$ cat src/rtl/pwb_pkg.sv
package pwb_pkg;
    typedef enum logic [1:0] {
        PW_FILL  = 2'd0,
        PW_ABORT = 2'd1,
        PW_PROG  = 2'd2
    } pw_state_e;
endpackage

$ cat src/rtl/pwb_slot_store.sv
module pwb_slot_store #(
    parameter int DATA_W = 8,
    parameter int DEPTH  = 8,
    localparam int IDX_W = $clog2(DEPTH)
) (
    input  logic              clk,
    input  logic              rst_n,
    input  logic              wr_en,
    input  logic [IDX_W-1:0]  wr_idx,
    input  logic [DATA_W-1:0] wr_data,
    input  logic [IDX_W-1:0]  rd_idx,
    output logic [DATA_W-1:0] rd_data
);
    logic [DEPTH-1:0][DATA_W-1:0] mem_d, mem_q;

    always_comb begin
        mem_d = mem_q;
        if (wr_en) begin
            mem_d[wr_idx] = wr_data;
        end
    end

    always_ff @(posedge clk) begin
        if (!rst_n) begin
            mem_q <= '0;
        end else begin
            mem_q <= mem_d;
        end
    end

    assign rd_data = mem_q[rd_idx];

    AST_SLOTS_HELD: assert property (@(posedge clk) disable iff (!rst_n)
        !wr_en |=> (mem_q == $past(mem_q)));
endmodule

$ cat src/rtl/pwb_unit_timer.sv
module pwb_unit_timer #(
    parameter int TICK_CYCLES = 1000,
    localparam int TICK_W = $clog2(TICK_CYCLES) + 1
) (
    input  logic clk,
    input  logic rst_n,
    input  logic run,
    output logic unit_done
);
    logic [TICK_W-1:0] tick_d, tick_q;

    always_comb begin
        unit_done = run && (tick_q == TICK_W'(TICK_CYCLES - 1));
        if (!run || unit_done) begin
            tick_d = '0;
        end else begin
            tick_d = tick_q + 1'b1;
        end
    end

    always_ff @(posedge clk) begin
        if (!rst_n) begin
            tick_q <= '0;
        end else begin
            tick_q <= tick_d;
        end
    end

    AST_TICK_ADVANCE: assert property (@(posedge clk) disable iff (!rst_n)
        (run && !unit_done) |=> (tick_q == TICK_W'($past(tick_q) + 1'b1)));
    AST_TICK_PARKED: assert property (@(posedge clk) disable iff (!rst_n)
        !run |=> (tick_q == '0));
endmodule

$ cat src/rtl/page_write_buffer.sv
module page_write_buffer
    import pwb_pkg::*;
#(
    parameter int ADDR_W      = 9,
    parameter int DATA_W      = 8,
    parameter int BIG_PAGE    = 8,
    parameter int SMALL_PAGE  = 2,
    parameter int TICK_CYCLES = 1000
) (
    input  logic              clk,
    input  logic              rst_n,
    input  logic              mode_large,
    input  logic              byte_stb,
    input  logic [DATA_W-1:0] byte_data,
    input  logic [ADDR_W-1:0] start_addr,
    input  logic              stop_pulse,
    output logic              byte_ack,
    output logic              byte_nack,
    output logic              busy,
    output logic              arr_we,
    output logic [ADDR_W-1:0] arr_addr,
    output logic [DATA_W-1:0] arr_data
);
    localparam int OFS_W = $clog2(BIG_PAGE);
    localparam int CNT_W = OFS_W + 1;
    localparam logic [CNT_W-1:0] BIG_CNT   = CNT_W'(BIG_PAGE);
    localparam logic [CNT_W-1:0] SMALL_CNT = CNT_W'(SMALL_PAGE);

    typedef struct packed {
        pw_state_e         st;
        logic              big;
        logic [ADDR_W-1:0] base;
        logic [CNT_W-1:0]  cnt;
        logic [OFS_W-1:0]  wofs;
        logic [CNT_W-1:0]  pidx;
        logic              ack;
        logic              nack;
        logic              we;
        logic [ADDR_W-1:0] waddr;
        logic [DATA_W-1:0] wdata;
    } ctl_t;

    ctl_t c_d, c_q;

    logic              busy_w;
    logic              buf_we;
    logic [OFS_W-1:0]  buf_widx;
    logic [DATA_W-1:0] buf_rdata;
    logic              tmr_run;
    logic              unit_done;
    logic              big_now;
    logic [OFS_W-1:0]  slot_now;

    pwb_slot_store #(
        .DATA_W (DATA_W),
        .DEPTH  (BIG_PAGE)
    ) store_i (
        .clk     (clk),
        .rst_n   (rst_n),
        .wr_en   (buf_we),
        .wr_idx  (buf_widx),
        .wr_data (byte_data),
        .rd_idx  (c_q.pidx[OFS_W-1:0]),
        .rd_data (buf_rdata)
    );

    pwb_unit_timer #(
        .TICK_CYCLES (TICK_CYCLES)
    ) timer_i (
        .clk       (clk),
        .rst_n     (rst_n),
        .run       (tmr_run),
        .unit_done (unit_done)
    );

    always_comb begin
        c_d      = c_q;
        c_d.ack  = 1'b0;
        c_d.nack = 1'b0;
        c_d.we   = 1'b0;
        busy_w   = (c_q.st == PW_PROG) || c_q.we;
        buf_we   = 1'b0;
        buf_widx = '0;
        tmr_run  = 1'b0;
        big_now  = (c_q.cnt == '0) ? mode_large : c_q.big;
        slot_now = (c_q.cnt == '0) ? '0 : c_q.wofs;

        unique case (c_q.st)
            PW_FILL: begin
                if (byte_stb) begin
                    if (busy_w) begin
                        c_d.nack = 1'b1;
                    end else if (!big_now && (c_q.cnt == SMALL_CNT)) begin
                        c_d.nack = 1'b1;
                        c_d.st   = PW_ABORT;
                        c_d.cnt  = '0;
                    end else begin
                        c_d.ack  = 1'b1;
                        buf_we   = 1'b1;
                        buf_widx = slot_now;
                        c_d.wofs = slot_now + 1'b1;
                        if (c_q.cnt == '0) begin
                            c_d.base = start_addr;
                            c_d.big  = mode_large;
                        end
                        if (c_q.cnt != BIG_CNT) begin
                            c_d.cnt = c_q.cnt + 1'b1;
                        end
                    end
                end else if (stop_pulse && !busy_w && (c_q.cnt != '0)) begin
                    c_d.st   = PW_PROG;
                    c_d.pidx = '0;
                end
            end
            PW_ABORT: begin
                if (byte_stb) begin
                    c_d.nack = 1'b1;
                end else if (stop_pulse) begin
                    c_d.st  = PW_FILL;
                    c_d.cnt = '0;
                end
            end
            PW_PROG: begin
                tmr_run = 1'b1;
                if (byte_stb) begin
                    c_d.nack = 1'b1;
                end
                if (unit_done) begin
                    c_d.we    = 1'b1;
                    c_d.wdata = buf_rdata;
                    c_d.waddr = {c_q.base[ADDR_W-1:OFS_W],
                                 c_q.base[OFS_W-1:0] + c_q.pidx[OFS_W-1:0]};
                    c_d.pidx  = c_q.pidx + 1'b1;
                    if (c_q.pidx == c_q.cnt - 1'b1) begin
                        c_d.st  = PW_FILL;
                        c_d.cnt = '0;
                    end
                end
            end
            default: begin
                c_d.st  = PW_FILL;
                c_d.cnt = '0;
            end
        endcase
    end

    always_ff @(posedge clk) begin
        if (!rst_n) begin
            c_q    <= '0;
            c_q.st <= PW_FILL;
        end else begin
            c_q <= c_d;
        end
    end

    assign byte_ack  = c_q.ack;
    assign byte_nack = c_q.nack;
    assign busy      = busy_w;
    assign arr_we    = c_q.we;
    assign arr_addr  = c_q.waddr;
    assign arr_data  = c_q.wdata;

    AST_ACK_EXCLUSIVE: assert property (@(posedge clk) disable iff (!rst_n)
        !(byte_ack && byte_nack));
    AST_ACK_ONE_CYCLE: assert property (@(posedge clk) disable iff (!rst_n)
        !byte_stb |=> !(byte_ack || byte_nack));
    AST_SMALL_LIMIT: assert property (@(posedge clk) disable iff (!rst_n)
        !c_q.big |-> (c_q.cnt <= SMALL_CNT));
    AST_ABORT_QUIET: assert property (@(posedge clk) disable iff (!rst_n)
        (c_q.st == PW_ABORT) |-> (!busy && !arr_we));
    AST_COUNT_SATURATES: assert property (@(posedge clk) disable iff (!rst_n)
        c_q.cnt <= BIG_CNT);
    AST_UPPER_FIXED: assert property (@(posedge clk) disable iff (!rst_n)
        arr_we |-> (arr_addr[ADDR_W-1:OFS_W] == c_q.base[ADDR_W-1:OFS_W]));
    AST_WRITE_FROM_PROG: assert property (@(posedge clk) disable iff (!rst_n)
        arr_we |-> ($past(c_q.st) == PW_PROG));
    AST_BUSY_ON_STOP: assert property (@(posedge clk) disable iff (!rst_n)
        ((c_q.st == PW_FILL) && stop_pulse && !byte_stb && !busy && (c_q.cnt != '0))
        |=> busy);
    AST_EMPTY_STOP_IDLE: assert property (@(posedge clk) disable iff (!rst_n)
        ((c_q.st != PW_PROG) && !busy && !byte_stb && (c_q.cnt == '0)) |=> !busy);
endmodule

$ cat config.mk
export PLATFORM = sky130hd
export DESIGN_NAME = page_write_buffer
export DESIGN_NICKNAME = d
export VERILOG_FILES = /design/src/rtl/pwb_pkg.sv /design/src/rtl/pwb_slot_store.sv /design/src/rtl/pwb_unit_timer.sv /design/src/rtl/page_write_buffer.sv
export SDC_FILE = /design/constraint.sdc
export NUM_CORES = 1
export LEC_CHECK = 0
export ABC_AREA = 1
export CORE_UTILIZATION = 46
export DETAILED_ROUTE_END_ITERATION = 8
export PLACE_DENSITY = 0.74
export REMOVE_ABC_BUFFERS = 1
export SYNTH_ARGS = -nofsm -noshare
export SYNTH_HDL_FRONTEND = slang
export SYNTH_SLANG_ARGS = --single-unit
$ cat constraint.sdc
create_clock -name clk -period 2 [get_ports clk]
set_clock_uncertainty 0.1 [all_clocks]
set_input_delay 0.6 -clock clk [delete_from_list [all_inputs] [get_ports clk]]
set_output_delay 0.6 -clock clk [all_outputs]
set_load 0.02 [all_outputs]
==> results of run 1 <==
[Yosys cell counts (8+ instances only)]
master / n / share of area (%)
dfxtp_1: 118 / 44
nor2_1: 105 / 7.4
o21ai_0: 98 / 9.2
a21oi_1: 81 / 7.6
nand2_1: 79 / 5.6
inv_1: 38 / 2.7
nand3_1: 27 / 2.5
clkbuf_1: 25 / 1.8
buf_4: 23 / 3.2
o221ai_1: 16 / 2.6
ha_1: 12 / 2.8
o21ai_1: 12 / 1.1
nor2_4: 11 / 2.3
xor2_1: 9 / 1.5
inv_2: 8 / 0.56
[placed cells by master (no fill, tap or decap), types with 7 or more instances in the layout]
cell type / count
clkinv_2: 7
o21ai_1: 28
buf_12: 7
nand3_1: 26
dfxtp_1: 115
o221ai_1: 16
xor2_1: 9
o21ai_0: 72
ha_1: 8
dlygate4sd2_1: 21
inv_2: 12
nor2_4: 14
nor2_1: 102
clkbuf_16: 17
clkdlybuf4s50_1: 19
nand2_2: 8
a21oi_1: 79
o21ai_2: 9
inv_1: 33
nand2_1: 71
buf_4: 53
[per-layer routing]
metal | vias up | global-route usage (%)
met5 | - | 0
met4 | 0 | 14.67
met1 | 2381 | 30.03
met2 | 200 | 41.73
met3 | 36 | 5.572
li1 | 2474 | -
[stage by stage]
step                      TNS (ps)  utilization [%]
after detailed placement    -30750            55.27
final                       -72.48            62.94
after CTS                 -0.05840            61.17
after global routing         -2505            62.94
after floorplan              -2523                -
after global placement      -24670            55.27
[final cells by class]
class / instances / area [um2] / share of cell area (%)
clock buffers: 21 / 470.5 / 6.747
clock inverters: 10 / 103.9 / 1.489
inverters: 46 / 175.2 / 2.512
multi-input cells: 482 / 2700 / 38.72
flip-flops and latches: 118 / 2366 / 33.93
well taps: 140 / 175.2 / 2.512
repair buffers: 107 / 982.2 / 14.09
[power groups by stage]
stage               Sequential, mW  Clock (mW)  Combinational (mW)
floorplan                     2.54           0               0.366
global placement              2.54           0               0.659
detailed placement            2.54           0               0.678
CTS                           2.50        2.96               0.703
global route                  2.51        3.08               0.853
finish                        2.50        2.93               0.778
[path summary, 6_finish.rpt]
check | cells after the start | slack (ps) | to | startpoint
setup / recovery | 13 | -40 | store_i.mem_q[39] | c_q[41]
hold / removal | 1 | 350 | timer_i.tick_q[0] | timer_i.tick_q[0]
hold reg to reg | 1 | 350 | timer_i.tick_q[0] | timer_i.tick_q[0]
setup reg to reg | 13 | -40 | store_i.mem_q[39] | c_q[41]
[critical path, delay by kind of cell, from the launching register on]
kind,cells,cell delay [ps]
buf+inv,4,380
compound gates,2,170
flops,1,350
fa+ha+maj,1,160
simple gates,6,820
[registers in the layout, indices dropped and copies added, names as in the netlist]
name	cells
arr_addr	9
store_i.mem_q	64
timer_i.tick_q	11
arr_data	8
byte_nack	1
byte_ack	1
c_q	23
arr_we	1
[timing repair]
| item | CTS | global route |
|---|---|---|
| gates resized for setup | 44 | 68 |
| setup endpoints to repair | 49 | 68 |
| cloned | 1 | 0 |
| pin swaps | 8 | 12 |
| buffers inserted | 4 | 7 |
[kinds of logic (layout without fill, tap and decap cells)]
logic type | count (synthesis) | in the layout | share of synthesized area, %
XOR/XNOR | 12 | 12 | 1.974
AO/OA/AOI/OAI | 210 | 210 | 21.01
flip-flops | 118 | 118 | 44.37
AND/OR/NAND/NOR | 247 | 247 | 20.87
adder cells (fa/ha/maj) | 13 | 13 | 3.196
buffers and inverters | 98 | 184 | 8.578
==> results.yml, run 1 <==
floorplan:
  dieArea_mm2: 0.01201
  coreArea_mm2: 0.01108
  die_h_um: 109.6
  initial_core_util_pct: 48.06
  rows: 38
  io_pins: 43
  die_w_um: 109.6
synth:
  synth.distinct_cells: 32
  ys_seq_elements: 118
  syn_avg_cell_area_um2: 7.627
  syn-cell-area_mm2: 0.005324
  yosys_warnings: 0
  async_flop_share_pct: 0
  postSynthCellCount: 698
  synthFlopType: "dfxtp_1"
  yosysSeqAreaShare_pct: 44.37
  synth-edff-count: 0
sta:
  rsz0062_at_grt: "true"
  tightest_slew_ps: 414.7
  fmax_ghz: 0.4890
  hold_viol_final: 0
  setup_viol: 5
  min_period_ps: 2045
  maxSlewHeadroom_pct: 72.27
  fin_ws_ps: -44.95
  drv_slew: 0
  min_period_over_period_pct: 102.2
  hold_ws_ps: 348.9
global_routing:
  grt_pass1_wl_mm: 22.94
  grt_max_degree: 37
  globalRoute.totalOverflow: 0
  first_global_vias: 4955
  track_usage_pct: 25.20
  antenna_found_initial: 0
clock_tree:
  clkLatencyLatePin_ps: 420
  numCtsBuffers: 17
  cts.sinks: 118
  clkTransAtPathRegs_ps: 50
  cts_tree: "yes"
  cts_root_buf: "clkbuf_16"
  hold_buffers: 0
  clk_path_buf_depth: 2
  htree_levels: 4
finish:
  final_area_mm2: 0.006973
  nFillCells: 891
  final_net_count: 807
  syn_to_final_growth_pct: 30.98
  final_cells: 924
  diodes: 0
  drive_gt1_share_pct: 20.66
routing:
  drt_iter0_markers: 355
  drc: 0
  wl_met2_mm: 7.277
  wl_met1_mm: 6.061
  vias_per_cell: 5.510
  dr.max_layer_used: "met4"
  routed_wl_mm: 14.71
  wl_per_cell_um: 15.92
  vias: 5091
  ant_nets: 0
  dr_wl_met3_um: 938
  dr.pass1.iters: 6
job:
  drv_cap: 0
place:
  dp_hpwl_mm: 9.213
  gp_congestion: 0.8704
  port_buffers: 42
  dpl_worst_slack_ps: -503.3
  numPlacedInstances: 882
  dpl_cell_area_mm2: 0.006123
power_and_ir_drop:
  pwr-share-comb_pct: 12.5
  ir_drop_mv: 0.5943
  power.leakage_nw: 2.957
  power_mw: 6.213
  pwr-share-clk_pct: 47.2
  p_int_mw: 4.693
  switchingPower_mw: 1.520
  switching_share_pct: 24.47
  seq_power_share_pct: 40.3
  powerDensity_mw_per_mm2: 891.0
setup_path:
  crit_type: "flip-flop to flip-flop"
  crit_fanout: 9
  crit_chain: "inv_4 -> ha_4 -> nor2_4 -> inv_2 -> nor2_4 -> nand2_8 -> nor2_4 -> nand2_4 -> nor2_4 -> buf_12 -> buf_8 -> o21ai_1 -> a21oi_1"
  start_kind: "flip-flop"
  cp_common_cell: "nor2_4"
  cpPeakStageDelay_ps: 350
  cp.arrival_ps: 2290
  endpoint_kind: "flip-flop"
  cp.required_ps: 2250
  slowest_stage: "dfxtp_2"
hold_path:
  hp-class: "flip-flop to flip-flop"
status:
  status: "finished with violations"
  failed_checks: "negative setup slack"
(Power assumes the default switching activity.)
==> inputs of run 2 (changes only) <==
--- a/config.mk
+++ b/config.mk
@@ -6,6 +6,7 @@
 export NUM_CORES = 1
 export LEC_CHECK = 0
 export ABC_AREA = 1
+export ABC_CLOCK_PERIOD_IN_PS = 2000
 export CORE_UTILIZATION = 46
 export DETAILED_ROUTE_END_ITERATION = 8
 export PLACE_DENSITY = 0.74
==> results of run 2 <==
Same layout as run 1: the final DEF is identical, and so are final timing and power.
